$ cat src/rtl/haar_pkg.sv
// Package: shared types for the 1-D Haar stage.
// Assumes nothing beyond the two control phases used by the sequencer.
package haar_pkg;

    // Control phase: accepting samples, or draining buffered high-band words
    typedef enum logic {
        PH_FILL  = 1'b0,
        PH_DRAIN = 1'b1
    } haar_phase_e;

endpackage

$ cat src/rtl/haar_pair_unit.sv
// Module: haar_pair_unit
// Holds the even sample of a pair. When the odd sample arrives, it forms the
// halved sum and the unscaled difference at DW+1 bits.
// Assumes take/odd come from the sequencer and sample is signed two's complement.
module haar_pair_unit #(
    parameter int DW = 8,
    localparam int OW = DW + 1
) (
    input  logic                 clk,
    input  logic                 rst_n,
    input  logic                 take,
    input  logic                 odd,
    input  logic signed [DW-1:0] sample,
    output logic                 pair_ok,
    output logic signed [OW-1:0] avg_w,
    output logic signed [OW-1:0] diff_w
);

    logic signed [DW-1:0] even_q;
    logic signed [OW-1:0] even_x;
    logic signed [OW-1:0] odd_x;
    logic signed [OW-1:0] sum_w;

    // Capture the first sample of each pair
    always_ff @(posedge clk) begin
        if (!rst_n)
            even_q <= '0;
        else if (take && !odd)
            even_q <= sample;
    end

    // Sign-extend operands, then add, shift and subtract
    always_comb begin
        even_x  = OW'(even_q);
        odd_x   = OW'(sample);
        sum_w   = even_x + odd_x;
        avg_w   = sum_w >>> 1;
        diff_w  = even_x - odd_x;
        pair_ok = take && odd;
    end

endmodule

$ cat src/rtl/haar_diff_fifo.sv
// Module: haar_diff_fifo
// Small buffer that holds the high-band words of one vector until the drain.
// Assumes push and pop never exceed DEPTH outstanding entries (the sequencer
// guarantees this, because a vector fills the buffer before it drains).
module haar_diff_fifo #(
    parameter int W     = 9,
    parameter int DEPTH = 4,
    localparam int AW   = (DEPTH > 1) ? $clog2(DEPTH) : 1
) (
    input  logic         clk,
    input  logic         rst_n,
    input  logic         push,
    input  logic [W-1:0] push_data,
    input  logic         pop,
    output logic [W-1:0] pop_data
);

    logic [W-1:0]  mem [DEPTH];
    logic [AW-1:0] wr_ptr;
    logic [AW-1:0] rd_ptr;

    // Write storage; contents need no reset
    always_ff @(posedge clk) begin
        if (push)
            mem[wr_ptr] <= push_data;
    end

    // Advance the pointers, wrapping at DEPTH
    always_ff @(posedge clk) begin
        if (!rst_n) begin
            wr_ptr <= '0;
            rd_ptr <= '0;
        end else begin
            if (push)
                wr_ptr <= (wr_ptr == AW'(DEPTH - 1)) ? '0 : wr_ptr + 1'b1;
            if (pop)
                rd_ptr <= (rd_ptr == AW'(DEPTH - 1)) ? '0 : rd_ptr + 1'b1;
        end
    end

    // Present the oldest entry
    assign pop_data = mem[rd_ptr];

endmodule

$ cat src/rtl/haar_seq_ctrl.sv
// Module: haar_seq_ctrl
// Counts accepted samples and drained words, and switches between the fill
// and drain phases. Assumes N is a power of two of at least 8.
module haar_seq_ctrl
    import haar_pkg::*;
#(
    parameter int N  = 8,
    localparam int HALF = N / 2,
    localparam int SIW  = $clog2(N),
    localparam int DIW  = $clog2(HALF)
) (
    input  logic clk,
    input  logic rst_n,
    input  logic take,
    output logic drain,
    output logic odd,
    output logic pop,
    output logic pop_last
);

    haar_phase_e      phase_q;
    logic [SIW-1:0]   samp_idx;
    logic [DIW-1:0]   drain_idx;
    logic             last_samp;

    // Decode the sample and drain positions
    always_comb begin
        last_samp = (samp_idx == SIW'(N - 1));
        odd       = samp_idx[0];
        drain     = (phase_q == PH_DRAIN);
        pop       = drain;
        pop_last  = drain && (drain_idx == DIW'(HALF - 1));
    end

    // Count samples in the fill phase and words in the drain phase
    always_ff @(posedge clk) begin
        if (!rst_n) begin
            phase_q   <= PH_FILL;
            samp_idx  <= '0;
            drain_idx <= '0;
        end else if (phase_q == PH_FILL) begin
            if (take) begin
                samp_idx <= last_samp ? '0 : samp_idx + 1'b1;
                if (last_samp)
                    phase_q <= PH_DRAIN;
            end
        end else begin
            if (pop_last) begin
                drain_idx <= '0;
                phase_q   <= PH_FILL;
            end else begin
                drain_idx <= drain_idx + 1'b1;
            end
        end
    end

endmodule

$ cat src/rtl/haar1d_stage.sv
// Module: haar1d_stage (top)
// One level of the 1-D Haar transform. Low-band words are emitted as each
// pair completes. High-band words are buffered and drained afterwards.
// Assumes in_req is raised only while in_free is high.
module haar1d_stage #(
    parameter int N  = 8,
    parameter int DW = 8,
    localparam int OW = DW + 1
) (
    input  logic          clk,
    input  logic          rst_n,
    input  logic          in_req,
    input  logic [DW-1:0] in_data,
    output logic          in_free,
    output logic          out_en,
    output logic [OW-1:0] out_data,
    output logic          out_last
);

    logic          take;
    logic          drain;
    logic          odd;
    logic          pop;
    logic          pop_last;
    logic          pair_ok;
    logic [OW-1:0] avg_w;
    logic [OW-1:0] diff_w;
    logic [OW-1:0] fifo_q;

    assign in_free = !drain;
    assign take    = in_req && in_free;

    haar_seq_ctrl #(.N(N)) ctrl_i (
        .clk      (clk),
        .rst_n    (rst_n),
        .take     (take),
        .drain    (drain),
        .odd      (odd),
        .pop      (pop),
        .pop_last (pop_last)
    );

    haar_pair_unit #(.DW(DW)) pair_i (
        .clk     (clk),
        .rst_n   (rst_n),
        .take    (take),
        .odd     (odd),
        .sample  (in_data),
        .pair_ok (pair_ok),
        .avg_w   (avg_w),
        .diff_w  (diff_w)
    );

    haar_diff_fifo #(.W(OW), .DEPTH(N / 2)) fifo_i (
        .clk       (clk),
        .rst_n     (rst_n),
        .push      (pair_ok),
        .push_data (diff_w),
        .pop       (pop),
        .pop_data  (fifo_q)
    );

    // Output register: a low-band word on pair completion, or a drained high-band word
    always_ff @(posedge clk) begin
        if (!rst_n) begin
            out_en   <= 1'b0;
            out_data <= '0;
            out_last <= 1'b0;
        end else if (pair_ok) begin
            out_en   <= 1'b1;
            out_data <= avg_w;
            out_last <= 1'b0;
        end else if (pop) begin
            out_en   <= 1'b1;
            out_data <= fifo_q;
            out_last <= pop_last;
        end else begin
            out_en   <= 1'b0;
            out_last <= 1'b0;
        end
    end

endmodule

$ cat config.mk
export PLATFORM = sky130hd
export DESIGN_NAME = haar1d_stage
export DESIGN_NICKNAME = d
export VERILOG_FILES = /design/src/rtl/haar_pkg.sv /design/src/rtl/haar_pair_unit.sv /design/src/rtl/haar_diff_fifo.sv /design/src/rtl/haar_seq_ctrl.sv /design/src/rtl/haar1d_stage.sv
export SDC_FILE = /design/constraint.sdc
export NUM_CORES = 1
export LEC_CHECK = 0
export CORE_MARGIN = 2
export CORE_UTILIZATION = 35
export CTS_BUF_LIST = sky130_fd_sc_hd__clkbuf_8
export CTS_CLUSTER_DIAMETER = 150
export CTS_CLUSTER_SIZE = 10
export DETAILED_ROUTE_END_ITERATION = 8
export DONT_BUFFER_PORTS = 1
export PLACE_DENSITY_LB_ADDON = 0.25
export RECOVER_POWER = 25
export SYNTH_ARGS = -nofsm -noshare
export SYNTH_HDL_FRONTEND = slang
export SYNTH_SLANG_ARGS = --single-unit
$ cat constraint.sdc
create_clock -name clk -period 4 [get_ports clk]
set_input_delay 1.2 -clock clk [delete_from_list [all_inputs] [get_ports clk]]
set_output_delay 1.2 -clock clk [all_outputs]
set_load 0.005 [all_outputs]
==> key figures, run 1 <==
Outcome
  – Status: finished, final reports clean

Cells and area
  – Fillers: 904
  – Area delta synth->final: 8.47%
  – Design area: 3510 um2
  – Fin util: 38.5%
  – Fin nets: 316
  – Diode count: 0
  – Ratio of cells with drive above 1 in the final layout: 10.2%
  – Final std cells w/o fill: 395

Drt
  – Via count: 1,987
  – Antenna-violating nets left: 0
  – Final WL: 6500 um
  – Iter 0 DRT Violations: 81
  – DR WL/cell: 16.5 um
  – # DRC: 0
  – Vias/cell: 5.03
  – Drt pass-1 iters: 4

Global route
  – Pin count of the biggest net entering global routing: 25
  – Vias in the first global route: 1,978
  – Initial antenna violation count: 0
  – Gr usage total: 14.1%
  – GRT overflow: 0
  – First-pass GRT wire length: 10,500 um

Placed design
  – DP Cell Count: 379
  – DP Worst Slack: 1.09 ns
  – GP Congestion: 0.775
  – Hpwl dp: 4610 um
  – I/O Buffers: 0
  – Placed inst area: 3330 um2

Timing
  – Worst slew pin tran: 1.04 ns
  – Final Hold Viols: 0
  – Fin Clk Skew: 0.0107 ns
  – Total negative slack: 0 ns
  – Hold WS: 0.464 ns
  – Fmax: 386 MHz
  – Setup repair after global routing missed its margin: false
  – Final worst-path cycle share: 64.8%
  – Final worst slack: 1.41 ns
  – Slew margin rel.: 30.6%
  – Setup violators final: 0
  – Max Slew Vio Count: 0
  – Tmin final: 2.59 ns

Synthesis
  – Synth top area cells: edfxtp_1 (33%), dfxtp_1 (19%), ha_1 (9.3%)
  – Post-Syn Nets: 315
  – Avg Inst Size Synth: 11.6 um2
  – Post-synthesis cell type count: 46
  – Ys Warns: 0
  – Top cell type by total area after synthesis: edfxtp_1
  – Yosys reg bits: 67
  – Mapped Cells: 278
  – Mapped Area: 3240 um2
  – Synth top area share: 33.4%
  – Sequential fraction of the synthesis area: 52.6%

Power
  – Pwr Density: 424 nW/um2
  – Final Total Pwr: 1.49 mW
  – Leakage: 1.34 nW
  – Max VDD drop: 0.186 mV

Clock tree
  – Cts repair resizes: 0
  – CTS HTree Levels: 3
  – Worst-path clk slew: 0.08 ns
  – Sink Count: 67
  – Hold Buf Count CTS: 0
  – CTS buffer count: 9
  – Clock Tree Root: clkbuf_8
  – CTS max path bufs: 2
  – CTS tree: done
  – Post-CTS setup buffers: 0
  – Clk_lat worst skew: 0.35 ns

Critical path
  – Reg2reg end: pair_i.even_q[7]
  – CP max stage delay: 0.39 ns
  – Reg2Reg Launch Point: ctrl_i.drain
  – R2R Setup Slk: 1.46 ns
  – Stages on worst setup path: 7
  – Critical Path End: fifo_i.mem[0][8]
  – Slowest CP cell: ha_1
  – Setup crit start: in_data[2]
  – Crit path cell chain: inv_1 > ha_1 > nor2b_1 > o21ai_1 > a21oi_1 > o31a_1 > o41ai_2
  – Crit path buffers/inverters: 1
  – Cell family with most CP delay: compound AO/OA/AOI/OAI gates
  – Worst R2R Path Depth: 5
  – Crit path required time: 4.11 ns
  – Crit Path Category: input pin to register
  – CP Max Fanout: 8
  – Crit end category: register
  – Crit path launch type: input pin
  – Arr. time, crit path: 2.71 ns

Floorplan
  – Rows: 35
  – Die area: 10,000 um2
  – Die width: 100 um
  – Die height: 100 um
  – I/O Pins: 23
  – Core ar.: 9110 um2
  – Initial core utilization: 35.5%

Flow run
  – Max-Cap Viols: 0

Worst hold path
  – Min-delay src: ctrl_i.samp_idx[2]
  – Worst min-delay path class: register to register
## worst register-to-register path, stage by stage, from the launching register on
cell	delay (ns)
dfxtp_1	0.42
inv_1	0.55
nand2_1	0.26
nor2_1	0.84
mux2i_1	0.27
nor2_1	0.05
## cell type report
type	count	area, um2	share of cell area [%]
multi-input combinational	181	1400	39.9
tap	111	139	3.96
clock buffer	9	124	3.53
clock inverter	7	70.1	2.00
sequential	67	1700	48.5
inverter	20	75.1	2.14
## layer usage
layer,vias to the layer above,global-route usage (%),share of wire [%]
met5,-,0,0
met1,947,19.3,49
li1,996,-,-
met3,6,5.15,4.5
met2,38,21.2,45
met4,0,3.79,1.1
## logic make-up (layout without fill, tap and decap cells)
kind of cell | count (synthesis) | count (layout) | share of synthesized area (%)
buf+inv | 30 | 36 | 3.75
fa+ha+maj | 26 | 26 | 10.5
mux | 20 | 20 | 9.82
flops | 67 | 67 | 52.6
compound gates | 48 | 48 | 9.51
xor+xnor | 7 | 7 | 1.89
simple gates | 80 | 80 | 11.9
## worst min path at each step
stage,depth (start not counted),slack (ns),to
after detailed placement,2,0.45,ctrl_i.samp_idx[2]
after global routing,2,0.51,ctrl_i.samp_idx[2]
after global placement,2,0.45,ctrl_i.samp_idx[2]
after floorplan,2,0.44,ctrl_i.samp_idx[1]
final,2,0.46,ctrl_i.samp_idx[2]
after CTS,2,0.47,ctrl_i.samp_idx[2]
## Yosys cell counts, drive strengths merged
cell type / number
edfxtp: 36
dfxtp: 31
nor2: 31
ha: 24
a21oi: 21
inv: 20
nand2: 16
mux2i: 10
mux4: 9
nor3: 9
o21ai: 9
buf: 7
and3: 6
xnor2: 6
nand2b: 5
nor2b: 5
nand3: 4
clkbuf: 3
o221ai: 3
a311oi: 2
fa: 2
o211ai: 2
o21a: 2
a211oi: 1
a21o: 1
a31oi: 1
and2: 1
mux2: 1
nor3b: 1
o2111ai: 1
o21bai: 1
o22ai: 1
o31a: 1
o41a: 1
o41ai: 1
or2: 1
or3: 1
xor2: 1
## placed cells by master, fill, tap and decap left out, types with 3 or more instances in the layout
cell / instances
a21oi_1: 20
and3_1: 6
clkbuf_8: 9
dfxtp_1: 31
edfxtp_1: 36
ha_1: 24
inv_1: 20
mux2i_1: 10
mux4_2: 9
nand2_1: 16
nand2b_1: 5
nand3_1: 4
nor2_1: 31
nor2b_1: 5
nor3_1: 9
o21ai_0: 7
o221ai_1: 3
xnor2_1: 6
## registers in the layout (all words and copies together) (netlist names), named ones only
register and flops:
out_en 1, fifo_i.mem 36, fifo_i.wr_ptr 2, out_data 9, fifo_i.rd_ptr 2, ctrl_i.drain_idx 2
out_last 1, pair_i.even_q 8, ctrl_i.drain 1, ctrl_i.samp_idx 3
## report_power, final
part           leakage [nW]  switching (mW)  internal, mW
combinational         0.672          0.0958        0.0613
sequential            0.578          0.0143         0.760
clock                0.0943           0.271         0.285
total                  1.34           0.381          1.11
No activity file was read; power rests on OpenSTA's default activity.
==> inputs of run 2 (changes only) <==
clock period = 2.1 ns   (was 4 ns; I/O delays follow)
==> run 2 against run 1 <==
  * Sequential power increased by 91%
  * Register-to-register slack got worse by 1.3 ns
  * Clock skew decreased by 0.00078 ns
  * Sequential cell count unchanged
  * Non-clock buffer count increased by 18
  * Critical endpoint is now fifo_i.mem[1][8]
  * Largest cell class unchanged
  * Largest power group unchanged
  * Highest routed layer unchanged
==> key figures, run 2 (synthesis results as in run 1) <==
Floorplan
  – I/O Pins: 23
  – Rows: 35
  – Die area: 10,000 um2
  – Core ar.: 9110 um2
  – Die width: 100 um
  – Initial core utilization: 35.5%
  – Die height: 100 um

Timing
  – Setup violators final: 0
  – Slew margin rel.: 66.4%
  – Fin Clk Skew: 0.00996 ns
  – Worst slew pin tran: 0.503 ns
  – Setup repair after global routing missed its margin: false
  – Fmax: 505 MHz
  – Final worst-path cycle share: 94.3%
  – Tmin final: 1.98 ns
  – Final worst slack: 0.119 ns
  – Max Slew Vio Count: 0
  – Hold WS: 0.429 ns
  – Final Hold Viols: 0

Critical path
  – Crit path required time: 2.16 ns
  – Crit path launch type: register
  – Crit end category: register
  – Slowest CP cell: dfxtp_1
  – Arr. time, crit path: 2.04 ns
  – Crit Path Category: register to register
  – CP Max Fanout: 4
  – CP max stage delay: 0.35 ns
  – Worst R2R Path Depth: 8
  – Crit path cell chain: inv_1 > ha_1 > fa_2 > nor2b_1 > o21ai_1 > a21oi_1 > o31a_1 > o41ai_2

Cells and area
  – Diode count: 0
  – Most flop-heavy register: fifo_i.mem
  – Commonest non-fill, non-tap cell in the layout: edfxtp_1
  – Commonest non-fill, non-tap cells in the layout: edfxtp_1 (36), nor2_1 (30), dfxtp_1 (30), ha_1 (23), inv_1 (20)
  – Fin nets: 334
  – Ratio of cells with drive above 1 in the final layout: 18.2%
  – Max reg flops: 36
  – Fillers: 906
  – Area delta synth->final: 13.1%
  – Largest regs: fifo_i.mem: 36 flops, out_data: 9 flops, pair_i.even_q: 8 flops
  – Fin util: 40.2%

Placed design
  – Hpwl dp: 4900 um
  – DP Worst Slack: -0.156 ns
  – I/O Buffers: 0
  – GP Congestion: 0.755

Clock tree
  – CTS tree: done
  – Clk_lat worst skew: 0.34 ns
  – Hold Buf Count CTS: 0
  – Post-CTS setup buffers: 0
  – Worst-path clk slew: 0.07 ns
  – CTS max path bufs: 2
  – CTS buffer count: 9
  – CTS HTree Levels: 3
  – Cts repair resizes: 0
  – Clock Tree Root: clkbuf_8
  – Sink Count: 67

Global route
  – Pin count of the biggest net entering global routing: 19
  – First-pass GRT wire length: 10,900 um
  – Initial antenna violation count: 0
  – Met2 usage: 22.2%
  – Met3 usage: 5.57%
  – Global Route met1 Usage: 19.6%
  – Grt peak-use layer: met2
  – Gr usage total: 14.6%
  – GRT overflow: 0
  – Vias in the first global route: 2,082

Drt
  – # DRC: 0
  – DR WL/cell: 15.8 um
  – Drt pass-1 iters: 4
  – Via count: 2,060
  – Iter 0 DRT Violations: 106
  – Final WL: 6540 um
  – Vias/cell: 4.99
  – Antenna-violating nets left: 0

Power
  – Pwr Density: 749 nW/um2
  – Max VDD drop: 0.268 mV
  – Final Total Pwr: 2.74 mW
  – Leakage: 1.44 nW

Flow run
  – Max-Cap Viols: 0

Worst hold path
  – Hold depth: 2
  – Worst min-delay path class: input pin to register

Outcome
  – Status: finished, final reports clean
run 2: area by class of cell:
| cell class | instances | area [um2] | share of cell area (%) |
|---|---|---|---|
| clock buffer | 10 | 138 | 3.76 |
| multi-input combinational | 181 | 1440 | 39.3 |
| timing repair buffer | 18 | 135 | 3.69 |
| sequential | 67 | 1700 | 46.5 |
| clock inverter | 6 | 32.5 | 0.889 |
| inverter | 20 | 75.1 | 2.05 |
| tap | 111 | 139 | 3.80 |
run 2: metal layers:
| metal | wire length, um | vias to the layer above | share of wire (%) |
|---|---|---|---|
| met5 | 0 | - | 0 |
| met1 | 3100 | 978 | 47 |
| met3 | 375 | 6 | 5.7 |
| met2 | 3010 | 42 | 46 |
| li1 | - | 1034 | - |
| met4 | 55 | 0 | 0.84 |
run 2: power breakdown:
part	leakage [nW]	internal, mW	switching (mW)
Combinational	0.767	0.147	0.192
Sequential	0.578	1.45	0.0289
Clock	0.0990	0.450	0.472
run 2: worst paths after layout:
kind	from	end	slack, ns
setup / recovery	pair_i.even_q[0]	fifo_i.mem[1][8]	0.12
hold / removal	rst_n	out_data[5]	0.43
setup reg to reg	pair_i.even_q[0]	fifo_i.mem[1][8]	0.12
hold reg to reg	ctrl_i.samp_idx[1]	ctrl_i.samp_idx[1]	0.47
run 2: worst max-delay path, delay by kind of cell, from the launching register on:
| kind | cells | cell delay, ns |
|---|---|---|
| AO/OA/AOI/OAI | 4 | 0.65 |
| adder cells (fa/ha/maj) | 2 | 0.55 |
| flip-flops | 1 | 0.35 |
| AND/OR/NAND/NOR | 1 | 0.12 |
| buffers and inverters | 1 | 0.05 |
run 2: per-stage QoR:
| stage | instances | cell area (um2) | setup TNS (ns) |
|---|---|---|---|
| CTS | 413 | 3650 | 0 |
| detailed placement | 397 | 3480 | -1.76 |
| floorplan | 278 | 3260 | 0 |
| global placement | 397 | 3480 | -1.09 |
| finish | 413 | 3660 | 0 |
| global route | 413 | 3660 | 0 |
